### src/rtl/irqc_pkg.sv
package irqc_pkg;
    localparam int CAUSE_W   = 2;
    localparam int CAUSE_DEV = 0;
    localparam int CAUSE_ERR = 1;

    localparam int IDX_ERR_LO = 0;
    localparam int IDX_ERR_HI = 1;
    localparam int IDX_CAUSE  = 3;
    localparam int IDX_ENSET  = 5;
    localparam int IDX_CLEAR  = 7;
endpackage

### src/rtl/irqc_cause.sv
module irqc_cause
    import irqc_pkg::*;
(
    input  logic               clk,
    input  logic               rst_n,
    input  logic [CAUSE_W-1:0] set_i,
    input  logic [CAUSE_W-1:0] clr_i,
    input  logic [CAUSE_W-1:0] en_set_i,
    output logic [CAUSE_W-1:0] cause_o,
    output logic [CAUSE_W-1:0] en_o,
    output logic               irq_o
);
    typedef struct packed {
        logic [CAUSE_W-1:0] cause;
        logic [CAUSE_W-1:0] en;
        logic               irq;
    } st_t;

    st_t st_d, st_q;
    logic [CAUSE_W-1:0] cause_nxt;

    for (genvar i = 0; i < CAUSE_W; i++) begin : g_bit
        assign cause_nxt[i] = set_i[i] | (st_q.cause[i] & ~clr_i[i]);
    end

    always_comb begin
        st_d       = st_q;
        st_d.cause = cause_nxt;
        st_d.en    = st_q.en | en_set_i;
        st_d.irq   = |(cause_nxt & st_d.en);
    end

    always_ff @(posedge clk or negedge rst_n) begin
        if (!rst_n) st_q <= '0;
        else        st_q <= st_d;
    end

    assign cause_o = st_q.cause;
    assign en_o    = st_q.en;
    assign irq_o   = st_q.irq;
endmodule

### src/rtl/irqc_errcap.sv
module irqc_errcap #(
    parameter int AW = 64
) (
    input  logic          clk,
    input  logic          rst_n,
    input  logic          err_i,
    input  logic          held_i,
    input  logic          rearm_i,
    input  logic [AW-1:0] addr_i,
    output logic [AW-1:0] addr_o
);
    typedef struct packed {
        logic [AW-1:0] addr;
    } st_t;

    st_t st_d, st_q;

    always_comb begin
        st_d = st_q;
        if (err_i && (!held_i || rearm_i))
            st_d.addr = addr_i;
    end

    always_ff @(posedge clk or negedge rst_n) begin
        if (!rst_n) st_q <= '0;
        else        st_q <= st_d;
    end

    assign addr_o = st_q.addr;
endmodule

### src/rtl/irqc_rdmux.sv
module irqc_rdmux
    import irqc_pkg::*;
#(
    parameter int ADDR_W    = 4,
    parameter int DATA_W    = 32,
    parameter int STAT_W    = 8,
    parameter int DSTAT_IDX = 8,
    localparam int EADDR_W  = 2 * DATA_W
) (
    input  logic               clk,
    input  logic               rst_n,
    input  logic               rd_i,
    input  logic [ADDR_W-1:0]  addr_i,
    input  logic [EADDR_W-1:0] err_addr_i,
    input  logic [CAUSE_W-1:0] cause_i,
    input  logic [CAUSE_W-1:0] en_i,
    input  logic [STAT_W-1:0]  dstat_i,
    output logic [DATA_W-1:0]  rdata_o
);
    typedef struct packed {
        logic [DATA_W-1:0] rdata;
    } st_t;

    st_t st_d, st_q;

    always_comb begin
        st_d.rdata = '0;
        if (rd_i) begin
            if (addr_i == ADDR_W'(IDX_ERR_LO))
                st_d.rdata = err_addr_i[DATA_W-1:0];
            else if (addr_i == ADDR_W'(IDX_ERR_HI))
                st_d.rdata = err_addr_i[EADDR_W-1:DATA_W];
            else if (addr_i == ADDR_W'(IDX_CAUSE))
                st_d.rdata = DATA_W'(cause_i);
            else if (addr_i == ADDR_W'(IDX_ENSET))
                st_d.rdata = DATA_W'(en_i);
            else if (addr_i == ADDR_W'(DSTAT_IDX))
                st_d.rdata = DATA_W'(dstat_i);
        end
    end

    always_ff @(posedge clk or negedge rst_n) begin
        if (!rst_n) st_q <= '0;
        else        st_q <= st_d;
    end

    assign rdata_o = st_q.rdata;
endmodule

### src/rtl/irq_cause_ctrl.sv
module irq_cause_ctrl
    import irqc_pkg::*;
#(
    parameter int ADDR_W    = 4,
    parameter int DATA_W    = 32,
    parameter int STAT_W    = 8,
    parameter int BUSY_BIT  = 7,
    parameter int DSTAT_IDX = 8,
    localparam int EADDR_W  = 2 * DATA_W
) (
    input  logic               clk,
    input  logic               rst_n,
    input  logic [ADDR_W-1:0]  bus_addr,
    input  logic               bus_wr,
    input  logic               bus_rd,
    input  logic [DATA_W-1:0]  bus_wdata,
    output logic [DATA_W-1:0]  bus_rdata,
    input  logic               dev_irq,
    input  logic               dma_err,
    input  logic [EADDR_W-1:0] dma_err_addr,
    input  logic [STAT_W-1:0]  dev_status,
    output logic               irq
);
    logic [CAUSE_W-1:0] cause_q, en_q, set_v, clr_v, en_set_v;
    logic [EADDR_W-1:0] err_addr_q;
    logic               wr_clr, wr_en, rd_stat;
    logic               unused_wdata_hi;

    assign wr_clr  = bus_wr && (bus_addr == ADDR_W'(IDX_CLEAR));
    assign wr_en   = bus_wr && (bus_addr == ADDR_W'(IDX_ENSET));
    assign rd_stat = bus_rd && (bus_addr == ADDR_W'(DSTAT_IDX));
    assign unused_wdata_hi = ^bus_wdata[DATA_W-1:CAUSE_W];

    always_comb begin
        set_v            = '0;
        set_v[CAUSE_DEV] = dev_irq;
        set_v[CAUSE_ERR] = dma_err;
        clr_v            = wr_clr ? bus_wdata[CAUSE_W-1:0] : '0;
        if (rd_stat && !dev_status[BUSY_BIT])
            clr_v[CAUSE_DEV] = 1'b1;
        en_set_v         = wr_en ? bus_wdata[CAUSE_W-1:0] : '0;
    end

    irqc_cause u_cause (
        .clk      (clk),
        .rst_n    (rst_n),
        .set_i    (set_v),
        .clr_i    (clr_v),
        .en_set_i (en_set_v),
        .cause_o  (cause_q),
        .en_o     (en_q),
        .irq_o    (irq)
    );

    irqc_errcap #(.AW(EADDR_W)) u_errcap (
        .clk     (clk),
        .rst_n   (rst_n),
        .err_i   (dma_err),
        .held_i  (cause_q[CAUSE_ERR]),
        .rearm_i (clr_v[CAUSE_ERR]),
        .addr_i  (dma_err_addr),
        .addr_o  (err_addr_q)
    );

    irqc_rdmux #(
        .ADDR_W    (ADDR_W),
        .DATA_W    (DATA_W),
        .STAT_W    (STAT_W),
        .DSTAT_IDX (DSTAT_IDX)
    ) u_rdmux (
        .clk        (clk),
        .rst_n      (rst_n),
        .rd_i       (bus_rd),
        .addr_i     (bus_addr),
        .err_addr_i (err_addr_q),
        .cause_i    (cause_q),
        .en_i       (en_q),
        .dstat_i    (dev_status),
        .rdata_o    (bus_rdata)
    );
endmodule

### config.mk
export PLATFORM = sky130hd
export DESIGN_NAME = irq_cause_ctrl
export DESIGN_NICKNAME = d
export VERILOG_FILES = /design/src/rtl/irqc_pkg.sv /design/src/rtl/irqc_cause.sv /design/src/rtl/irqc_errcap.sv /design/src/rtl/irqc_rdmux.sv /design/src/rtl/irq_cause_ctrl.sv
export SDC_FILE = /design/constraint.sdc
export NUM_CORES = 1
export LEC_CHECK = 0
export ABC_AREA = 0
export CAP_MARGIN = 10
export CORE_MARGIN = 2
export CORE_UTILIZATION = 45
export CTS_BUF_LIST = sky130_fd_sc_hd__clkbuf_16
export CTS_CLUSTER_DIAMETER = 120
export DETAILED_ROUTE_END_ITERATION = 6
export PLACE_DENSITY = 0.81
export SLEW_MARGIN = 20
export SYNTH_ARGS = -nofsm -noshare
export SYNTH_HDL_FRONTEND = slang
export SYNTH_SLANG_ARGS = --single-unit
### constraint.sdc
create_clock -name clk -period 3.8 [get_ports clk]
set_input_delay 0.38 -clock clk [delete_from_list [all_inputs] [get_ports clk]]
set_output_delay 0.38 -clock clk [all_outputs]
set_load 0.01 [all_outputs]
==> impl_metrics.yaml <==
critical_path:
  r2r-start: "u_cause.cause_o[1]$_DFF_PN0_"
  path_class: "primary input to flop"
  r2r-end: "u_errcap.addr_o[13]$_DFFE_PN0P_"
  critPathArrivalTime_ns: 2.61
  crit_fanout: 27
  ff2ff_setup_slack_ns: 2.05
  required_ns: 4.01
  start_kind: "primary input"
  endpoint_kind: "flop"
  r2r_cells: 5
synthesis:
  synth-adder-area-share_pct: 0
  ys_types: 29
  synth-seq-cells: 101
  ys_async_sr_fraction_pct: 100
  synthSimpleGateAreaFrac_pct: 8.19
  synth_top_family_by_area: "multiplexers"
  synth-seq-area-share_pct: 62.2
  syn_area_um2: 4060
  synth-compound-area-share_pct: 8.72
  synthCells: 301
  synth-main-ff-cell: "dfrtp_1"
  synth_nets: 415
  synth_xor_area_share_pct: 0
  synth_edf_count: 0
  synth_warnings: 0
  synth_mux_area_share_pct: 18.2
  avgSynthCellArea_um2: 13.5
timing:
  final_max_slew_viol_count: 0
  hold_violations: 0
  hold_ws_ns: 0.0973
  tns_ns: 0
  rsz0062_at_grt: "false"
  final.setup_skew_ns: 0.00850
  period_share_pct: 63.2
  fin_crit_ns: 2.40
  relSlewSlack_pct: 49.2
  tightest_slew_ns: 0.762
  setup_viol: 0
  fmax_ghz: 0.417
place:
  place.gp.congestion: 0.805
  place_hpwl_um: 6230
  place.port_buffers: 116
cts:
  hold_buffers: 0
  clock-sinks: 101
  cts_htree_levels: 3
  clk_latency_ns: 0.33
  clock_path_buffers: 2
  numCtsBuffers: 9
  post_cts_buffers: 0
  ctsResizeCount: 0
  cts-root-buf: "clkbuf_16"
  cts_tree: "built"
  path_clk_slew_ns: 0.07
detailed_routing:
  drt_wl_total_um: 9060
  ant_nets: 0
  dr.pass1.iters: 4
  avgViaCountPerCell: 5.18
  wl_per_cell_um: 17.1
  drt_iter0_drc: 77
  vias: 2749
  drc: 0
status:
  outcome: "finished, final reports clean"
finish:
  final_layout_size_suffix_gt1_share_pct: 20.3
  antenna_cells: 0
  area_growth_pct: 39.7
  nets: 532
  fill_cells: 680
power:
  power_frac_seq_pct: 51.7
  power_density_nw_per_um2: 459
  swShare_pct: 23.0
  total_power_w: 0.00260
  p_sw_w: 0.000599
  leakage_nw: 2.49
  clockPowerShare_pct: 34.1
  vdd.ir_drop.worst_uv: 271
  p_int_w: 0.00200
  comb_power_share_pct: 14.2
grt:
  grt-busiest-layer: "met2"
  first_global_vias: 3055
  gr-total-overflow: 0
  grt_use_met1_pct: 24.8
  grt_pass1_wl_um: 15100
  grt_max_degree: 62
  antenna_found_initial: 0
  track_usage_pct: 19.7
  grt_util_met2_pct: 33.6
  grt_util_met3_pct: 5.82
run:
  maxCapViolCount: 0
floorplan:
  io_pins: 147
  start_util_pct: 46.6
  die_area_um2: 9800
  die_x_um: 99
  die_h_um: 99
  core_area_um2: 8720
  placementRows: 34
worst_hold_path:
  hold_class: "primary input to async pin"
## registers in the layout, summed over array words and instances (netlist names)
name,flops
u_cause.en_o,2
u_rdmux.rdata_o,32
u_cause.irq_o,1
u_errcap.addr_o,64
u_cause.cause_o,2
## stage by stage
step / util [%] / cell area [µm²] / std cells / setup WS (ns)
4_1_cts: 65.1 / 5670 / 531 / 1.41
3_5_place_dp: 61.7 / 5380 / 515 / 1.05
6_report: 65.1 / 5670 / 531 / 1.40
2_1_floorplan: - / 4060 / 301 / 1.91
5_1_grt: 65.1 / 5670 / 531 / 1.30
3_3_place_gp: 61.7 / 5380 / 515 / 1.06
## cell usage in the layout, fill, tap and decap left out, drive strengths merged
master | Yosys | final
clkdlybuf4s50 | 0 | 115
dfrtp | 101 | 101
mux2 | 64 | 64
nor2b | 30 | 30
a22oi | 24 | 24
nor2 | 10 | 10
buf | 7 | 10
clkbuf | 12 | 9
o21ai | 8 | 8
inv | 7 | 7
o22ai | 6 | 6
clkinv | 0 | 5
a21oi | 4 | 4
a31o | 4 | 4
nand2b | 3 | 3
nand3 | 3 | 3
nand2 | 3 | 3
a2111oi | 2 | 2
mux2i | 2 | 2
o21a | 2 | 2
nor4 | 1 | 1
nor3 | 1 | 1
or3b | 1 | 1
or4 | 1 | 1
nand3b | 1 | 1
nor3b | 1 | 1
or4b | 1 | 1
and4b | 1 | 1
a22o | 1 | 1
clkinvlp | 0 | 1
bufinv | 0 | 1
## area by class of cell
type / instances / area [µm²] / share of cell area (%)
clock inverters: 7 / 66.3 / 1.17
inverters: 7 / 26.3 / 0.463
well taps: 108 / 135 / 2.38
flip-flops and latches: 101 / 2530 / 44.6
multi-input cells: 174 / 1440 / 25.4
repair buffers: 125 / 1250 / 22.1
clock buffers: 9 / 225 / 3.97
## cells in the mapped netlist, drive strengths merged (4+ instances only)
master  number  share of area [%]
nor2b       30                4.6
o21ai        8               0.99
nor2        10               0.92
a21oi        4               0.49
o22ai        6               0.92
a31o         4               0.86
clkbuf      12                1.1
buf          7               0.86
inv          7               0.65
mux2        64                 18
a22oi       24                4.4
dfrtp      101                 62
## power groups by stage
stage | Combinational [W] | Sequential (W) | Clock, W
after detailed placement | 0.000374 | 0.00136 | 0
after global routing | 0.000408 | 0.00137 | 0.000963
final | 0.000370 | 0.00134 | 0.000888
after CTS | 0.000377 | 0.00134 | 0.000909
after floorplan | 0.000201 | 0.00134 | 0
after global placement | 0.000357 | 0.00135 | 0
## critical path, stage by stage
cell and delay [ns]:
clkdlybuf4s50_1 0.64, and4b_1 0.33, a31o_2 0.26, nand2_2 0.37, buf_12 0.25, mux2_2 0.36
## worst max-delay path by stage
stage                            from                               to  slack (ns)  cells past startpoint
after global placement         bus_rd          u_cause.irq_o$_DFF_PN0_        1.06                      6
final                     bus_addr[1]  u_errcap.addr_o[13]$_DFFE_PN0P_        1.40                      6
after global routing      bus_addr[1]  u_errcap.addr_o[13]$_DFFE_PN0P_        1.30                      6
after floorplan           bus_addr[2]          u_cause.irq_o$_DFF_PN0_        1.91                      5
after CTS                      bus_rd          u_cause.irq_o$_DFF_PN0_        1.41                      6
after detailed placement       bus_rd          u_cause.irq_o$_DFF_PN0_        1.05                      6
## cell families after synthesis
logic type      Yosys count
compound gates           51
buf+inv                  26
simple gates             57
flops                   101
mux                      66
## layer usage
metal,routed length [µm],part of all wire [%]
met5,0,0
met4,36,0.40
met3,570,6.3
met1,3750,41
met2,4700,52
No activity file was read; power rests on OpenSTA's default activity.
